$ cat src/rtl/ptw_pkg.sv
package ptw_pkg;

    parameter int VA_W      = 32;
    parameter int PA_W      = 32;
    parameter int DIR_IDX_W = 10;
    parameter int PT_IDX_W  = 10;
    parameter int OFF_W     = 12;
    parameter int ENT_BYTES = 4;

    localparam int PN_W      = PA_W - OFF_W;
    localparam int ENT_SHIFT = $clog2(ENT_BYTES);
    localparam int RSVD_W    = OFF_W - 1;

    typedef enum logic [2:0] {
        ST_IDLE     = 3'd0,
        ST_DIR_REQ  = 3'd1,
        ST_DIR_WAIT = 3'd2,
        ST_TBL_REQ  = 3'd3,
        ST_TBL_WAIT = 3'd4,
        ST_FINISH   = 3'd5
    } walk_state_t;

    typedef struct packed {
        logic [PN_W-1:0]   frame;
        logic [RSVD_W-1:0] rsvd;
        logic              present;
    } tbl_entry_t;

    typedef struct packed {
        logic [DIR_IDX_W-1:0] dir_idx;
        logic [PT_IDX_W-1:0]  tbl_idx;
        logic [OFF_W-1:0]     offset;
    } vaddr_t;

    function automatic logic [PA_W-1:0] slot_addr(
        input logic [PA_W-1:0] table_base,
        input logic [DIR_IDX_W-1:0] slot
    );
        logic [PA_W-1:0] scaled;
        scaled = PA_W'(slot) << ENT_SHIFT;
        return table_base + scaled;
    endfunction

endpackage

$ cat src/rtl/ptw_entry_decode.sv
module ptw_entry_decode
    import ptw_pkg::*;
(
    input  logic [PA_W-1:0] raw,
    output logic            present,
    output logic [PN_W-1:0] frame
);
    tbl_entry_t ent;
    logic       unused_rsvd_bits;

    always_comb begin
        ent     = tbl_entry_t'(raw);
        present = ent.present;
        frame   = ent.frame;
    end

    assign unused_rsvd_bits = ^ent.rsvd;
endmodule

$ cat src/rtl/ptw_addr_gen.sv
module ptw_addr_gen
    import ptw_pkg::*;
(
    input  logic                 second_level,
    input  logic [PA_W-1:0]      dir_base,
    input  logic [PN_W-1:0]      tbl_frame,
    input  logic [DIR_IDX_W-1:0] dir_idx,
    input  logic [PT_IDX_W-1:0]  tbl_idx,
    output logic [PA_W-1:0]      rd_addr
);
    logic [PA_W-1:0] tbl_base;

    always_comb begin
        tbl_base = {tbl_frame, {OFF_W{1'b0}}};
        if (second_level)
            rd_addr = slot_addr(tbl_base, DIR_IDX_W'(tbl_idx));
        else
            rd_addr = slot_addr(dir_base, dir_idx);
    end
endmodule

$ cat src/rtl/ptw_fsm.sv
module ptw_fsm
    import ptw_pkg::*;
(
    input  logic        clk,
    input  logic        rst,
    input  logic        start,
    input  logic        resp_valid,
    input  logic        resp_present,
    output walk_state_t state,
    output logic        take_dir,
    output logic        take_tbl,
    output logic        issue,
    output logic        idle
);
    walk_state_t state_q, state_d;

    always_comb begin
        state_d = state_q;
        unique case (state_q)
            ST_IDLE:     if (start) state_d = ST_DIR_REQ;
            ST_DIR_REQ:  state_d = ST_DIR_WAIT;
            ST_DIR_WAIT: if (resp_valid) state_d = resp_present ? ST_TBL_REQ : ST_FINISH;
            ST_TBL_REQ:  state_d = ST_TBL_WAIT;
            ST_TBL_WAIT: if (resp_valid) state_d = ST_FINISH;
            ST_FINISH:   state_d = ST_IDLE;
            default:     state_d = ST_IDLE;
        endcase
    end

    always_ff @(posedge clk) begin
        if (rst) state_q <= ST_IDLE;
        else     state_q <= state_d;
    end

    assign state    = state_q;
    assign take_dir = (state_q == ST_DIR_WAIT) && resp_valid;
    assign take_tbl = (state_q == ST_TBL_WAIT) && resp_valid;
    assign issue    = (state_q == ST_DIR_REQ) || (state_q == ST_TBL_REQ);
    assign idle     = (state_q == ST_IDLE);
endmodule

$ cat src/rtl/ptw_walker.sv
module ptw_walker
    import ptw_pkg::*;
(
    input  logic            clk,
    input  logic            rst,
    input  logic            base_load,
    input  logic [PA_W-1:0] base_data,
    input  logic            miss_valid,
    input  logic [VA_W-1:0] miss_va,
    output logic            miss_ready,
    output logic            mem_req,
    output logic [PA_W-1:0] mem_addr,
    input  logic            mem_rvalid,
    input  logic [PA_W-1:0] mem_rdata,
    output logic            walk_done,
    output logic            walk_fault,
    output logic [PN_W-1:0] walk_ppn,
    output logic [PA_W-1:0] walk_pa
);
    walk_state_t     state;
    logic            take_dir, take_tbl, issue, idle;
    logic            ent_present;
    logic [PN_W-1:0] ent_frame;

    logic [PA_W-1:0] base_q;
    vaddr_t          va_q;
    logic [PN_W-1:0] frame_q;
    logic [PN_W-1:0] ppn_q;
    logic            ok_q;

    ptw_entry_decode dec_i (
        .raw     (mem_rdata),
        .present (ent_present),
        .frame   (ent_frame)
    );

    ptw_fsm fsm_i (
        .clk          (clk),
        .rst          (rst),
        .start        (miss_valid),
        .resp_valid   (mem_rvalid),
        .resp_present (ent_present),
        .state        (state),
        .take_dir     (take_dir),
        .take_tbl     (take_tbl),
        .issue        (issue),
        .idle         (idle)
    );

    ptw_addr_gen agen_i (
        .second_level (state == ST_TBL_REQ),
        .dir_base     (base_q),
        .tbl_frame    (frame_q),
        .dir_idx      (va_q.dir_idx),
        .tbl_idx      (va_q.tbl_idx),
        .rd_addr      (mem_addr)
    );

    always_ff @(posedge clk) begin
        if (rst) begin
            base_q <= '0;
        end else if (base_load) begin
            base_q <= base_data;
        end
    end

    always_ff @(posedge clk) begin
        if (rst) begin
            va_q    <= '0;
            frame_q <= '0;
            ppn_q   <= '0;
            ok_q    <= 1'b0;
        end else begin
            if (idle && miss_valid) begin
                va_q <= vaddr_t'(miss_va);
                ok_q <= 1'b0;
            end
            if (take_dir) begin
                frame_q <= ent_frame;
                ok_q    <= 1'b0;
            end
            if (take_tbl) begin
                ppn_q <= ent_frame;
                ok_q  <= ent_present;
            end
        end
    end

    assign miss_ready = idle;
    assign mem_req    = issue;
    assign walk_done  = (state == ST_FINISH) && ok_q;
    assign walk_fault = (state == ST_FINISH) && !ok_q;
    assign walk_ppn   = ppn_q;
    assign walk_pa    = {ppn_q, va_q.offset};
endmodule

$ cat config.mk
export PLATFORM = sky130hd
export DESIGN_NAME = ptw_walker
export DESIGN_NICKNAME = d
export VERILOG_FILES = /design/src/rtl/ptw_pkg.sv /design/src/rtl/ptw_entry_decode.sv /design/src/rtl/ptw_addr_gen.sv /design/src/rtl/ptw_fsm.sv /design/src/rtl/ptw_walker.sv
export SDC_FILE = /design/constraint.sdc
export NUM_CORES = 1
export LEC_CHECK = 0
export BUFFER_PORTS_ARGS = -buffer_cell sky130_fd_sc_hd__buf_2
export CORE_MARGIN = 1
export CORE_UTILIZATION = 30
export CTS_BUF_LIST = sky130_fd_sc_hd__clkbuf_16
export CTS_CLUSTER_SIZE = 12
export DETAILED_ROUTE_END_ITERATION = 8
export GPL_TIMING_DRIVEN = 0
export SLEW_MARGIN = 15
export SYNTH_ARGS = -nofsm -noshare
export SYNTH_HDL_FRONTEND = slang
export SYNTH_SLANG_ARGS = --single-unit
$ cat constraint.sdc
create_clock -name clk -period 2.85 [get_ports clk]
set_clock_uncertainty 0.1 [all_clocks]
set_input_delay 0.57 -clock clk [delete_from_list [all_inputs] [get_ports clk]]
set_output_delay 0.57 -clock clk [all_outputs]
set_load 0.02 [all_outputs]
==> metrics.cfg <==
[logic_synthesis]
synth_top_area_share_pct=41.8
async_reset_ff_share_pct=0
ys_warn_count=0
synth_area_leaders=dfxtp_1, nand2_1, a21oi_1, mux2i_1, xnor2_1
yosys.area.top_type=dfxtp_1
dominantRegCellSynth=dfxtp_1
avgSynthCellArea_um2=7.76
netlist_area_um2=5170
syn_inst=667
synth_seq_area_share_pct=41.8
ys_types=44
ys_seq_elements=108
syn-num-nets=779
synth-edff-count=0

[global_route]
grt_pass1_wl_um=26100
grt_pass1_vias=5077
grt_max_degree=18
antenna_found_initial=3
grt_overflow_total=0
gr-usage-all-layers_pct=18.9

[clocking]
clock_latency_ns=0.36
clock_path_buffers=2
path_clk_slew_ns=0.07
cts_buffers=9
cts.sinks=108
htreeDepth=3
tritoncts=yes
cts_root_buf=clkbuf_16
cts_hold_buffers=0

[pwr]
swShare_pct=28.1
switchingPower_uw=1070
powerDensity_nw_per_um2=524
peakVddDrop_mv=0.318
seq_power_share_pct=43.7
leakagePower_uw=0.00305
comb_power_share_pct=18.4
p_clk_share_pct=37.9
power.internal_uw=2730

[run_status]
status=complete, but fails checks
violations=negative setup slack

[detailed_routing]
drcViolationCount=0
initialDrtViolationCount=248
viasPerCell=4.67
drt_pre_antenna_iters=4
avgRoutedWirePerCell_um=15.1
routed_wl_um=16400
drtAntennaViolNets=0
vias=5092

[timing]
slew_viol_final=0
setup_viol=23
finalSetupTns_ns=-4.90
rsz0062_at_grt=yes
worst_slack_ns=-0.349
max_clock_freq_ghz=0.313
max_slew_margin_pct=50.9
hold_violations=0
worst_slew_pin_slew_ns=0.736
finalCritPeriodShare_pct=112
fin_crit_ns=3.20

[cells_and_area]
syn_to_final_growth_pct=40.1
drive_above_1_share_pct=34.1
layout_common_cells=nand2_1, buf_2, dfxtp_1
final_nets=975
post-route-util_pct=43.4
layout_commonest_cell=nand2_1
final.fill_count=1774

[critical_path]
crit_chain=ha_4 > fa_2 > a211oi_4 > o21ai_4 > a21oi_4 > nor3b_2 > xnor2_1 > o21ai_2 > buf_6
worst-setup-path-type=flip-flop to output pin
cp_data_required_time_ns=2.18
cpMaxStageDelayCell=fa_2
crit_buf_inv=1
path_max_fanout=5
crit_arrival_ns=2.53
start_kind=flip-flop
crit_path_end_kind=output pin
reg2reg_setup_slack_ns=0.88
slowest_delay_ns=0.39
crit_family=compound AO/OA/AOI/OAI gates

[min_path]
hold_path_class=primary input to flip-flop

[floorplanning]
ios=189
design.die.area_um2=17800
rows=47
fp.dieH_um=133
core_area_um2=16700
die_w_um=133
start_util_pct=31.0

[placement]
dpl.hpwl_um=12200
portBuffers=175
place_congestion=0.809

[flow_run]
maxCapViolCount=0

[repair_timing]
item | 4_1_cts | 5_1_grt
endpoints found under the setup margin | 29 | 28
buffers inserted | 8 | 5
pin swaps | 22 | 25
gates cloned | 2 | 0
gates resized for setup | 76 | 38
[area by class of cell]
cell class              instances  area [um2]  share of cell area [%]
diodes                          2        5.00                  0.0690
clock inverters                 7         115                    1.59
multi-input cells             493        3050                    42.0
inverters                       8        30.0                   0.414
well taps                     220         275                    3.80
clock buffers                   9         225                    3.11
repair buffers                186        1070                    14.8
plain buffers                  57         302                    4.16
flip-flops and latches        108        2180                    30.1
[cells by family after synthesis]
kind of cell | after synthesis | synth area share (%)
buffers and inverters | 68 | 6.48
xor gates and xnor gates | 24 | 4.06
DFF | 108 | 41.8
and+or+nand+nor | 274 | 21.8
muxes | 32 | 6.19
adders and majority gates | 11 | 2.81
AOI/OAI and AO/OA | 150 | 16.9
[worst paths after layout]
path	from	end	cells after the start
setup / recovery	base_q[2]	mem_addr[28]	9
hold / removal	miss_va[25]	va_q[25]	3
setup reg to reg	fsm_i.state[1]	va_q[30]	6
hold reg to reg	walk_pa[4]	walk_pa[4]	2
[cells in the mapped netlist (2+ instances only)]
cell type / n
o211ai_1: 2
nand4_1: 4
and2_1: 3
buf_4: 20
nand2_1: 187
o21ai_2: 2
xnor2_1: 22
mux2i_1: 32
a21o_1: 3
nor2_1: 49
buf_1: 3
a211oi_1: 9
nor3b_1: 2
inv_1: 8
buf_2: 3
o21ai_1: 11
a21oi_2: 2
ha_1: 10
dfxtp_1: 108
o21ai_0: 17
a2111oi_2: 2
and3_1: 3
o21a_1: 2
o21bai_1: 2
xor2_1: 2
a21oi_1: 89
nand3_1: 9
clkbuf_1: 33
a21o_2: 2
nor3_1: 12
[sequential cells by signal, summed over array words and instances (netlist names)]
signal,count
base_q,32
frame_q,20
fsm_i.state,3
ok_q,1
va_q,20
walk_pa,12
walk_ppn,20
[power groups by stage]
stage	Sequential, uW	Clock (uW)	Combinational [uW]
finish	1660	1440	697
global placement	1680	0	619
global route	1670	1540	768
detailed placement	1680	0	619
CTS	1660	1470	676
floorplan	1680	0	377
[per-layer routing]
metal,vias up,global-route usage [%],share of wire [%]
li1,2610,-,-
met1,2304,24.4,46
met2,158,30.8,46
met3,16,5.56,7.1
met4,4,4.61,1.1
met5,-,0,0.13
[tightest hold or removal path, cell delays in order]
cell and delay, ns:
buf_2 0.09, nand2_1 0.05, a21oi_1 0.05
[per-stage QoR]
| step | hold slack [ns] | setup slack, ns | std cells | instance area [um2] | total power (uW) |
|---|---|---|---|---|---|
| floorplan | 0.336 | 0.0548 | 667 | 5220 | 2060 |
| global route | 0.347 | -0.440 | 1088 | 7250 | 3980 |
| CTS | 0.328 | -0.332 | 1087 | 7120 | 3800 |
| detailed placement | 0.343 | -0.284 | 1062 | 6370 | 2300 |
| global placement | 0.339 | -0.302 | 1062 | 6370 | 2300 |
| finish | 0.336 | -0.349 | 1090 | 7250 | 3800 |
No activity file was read; power rests on OpenSTA's default activity.
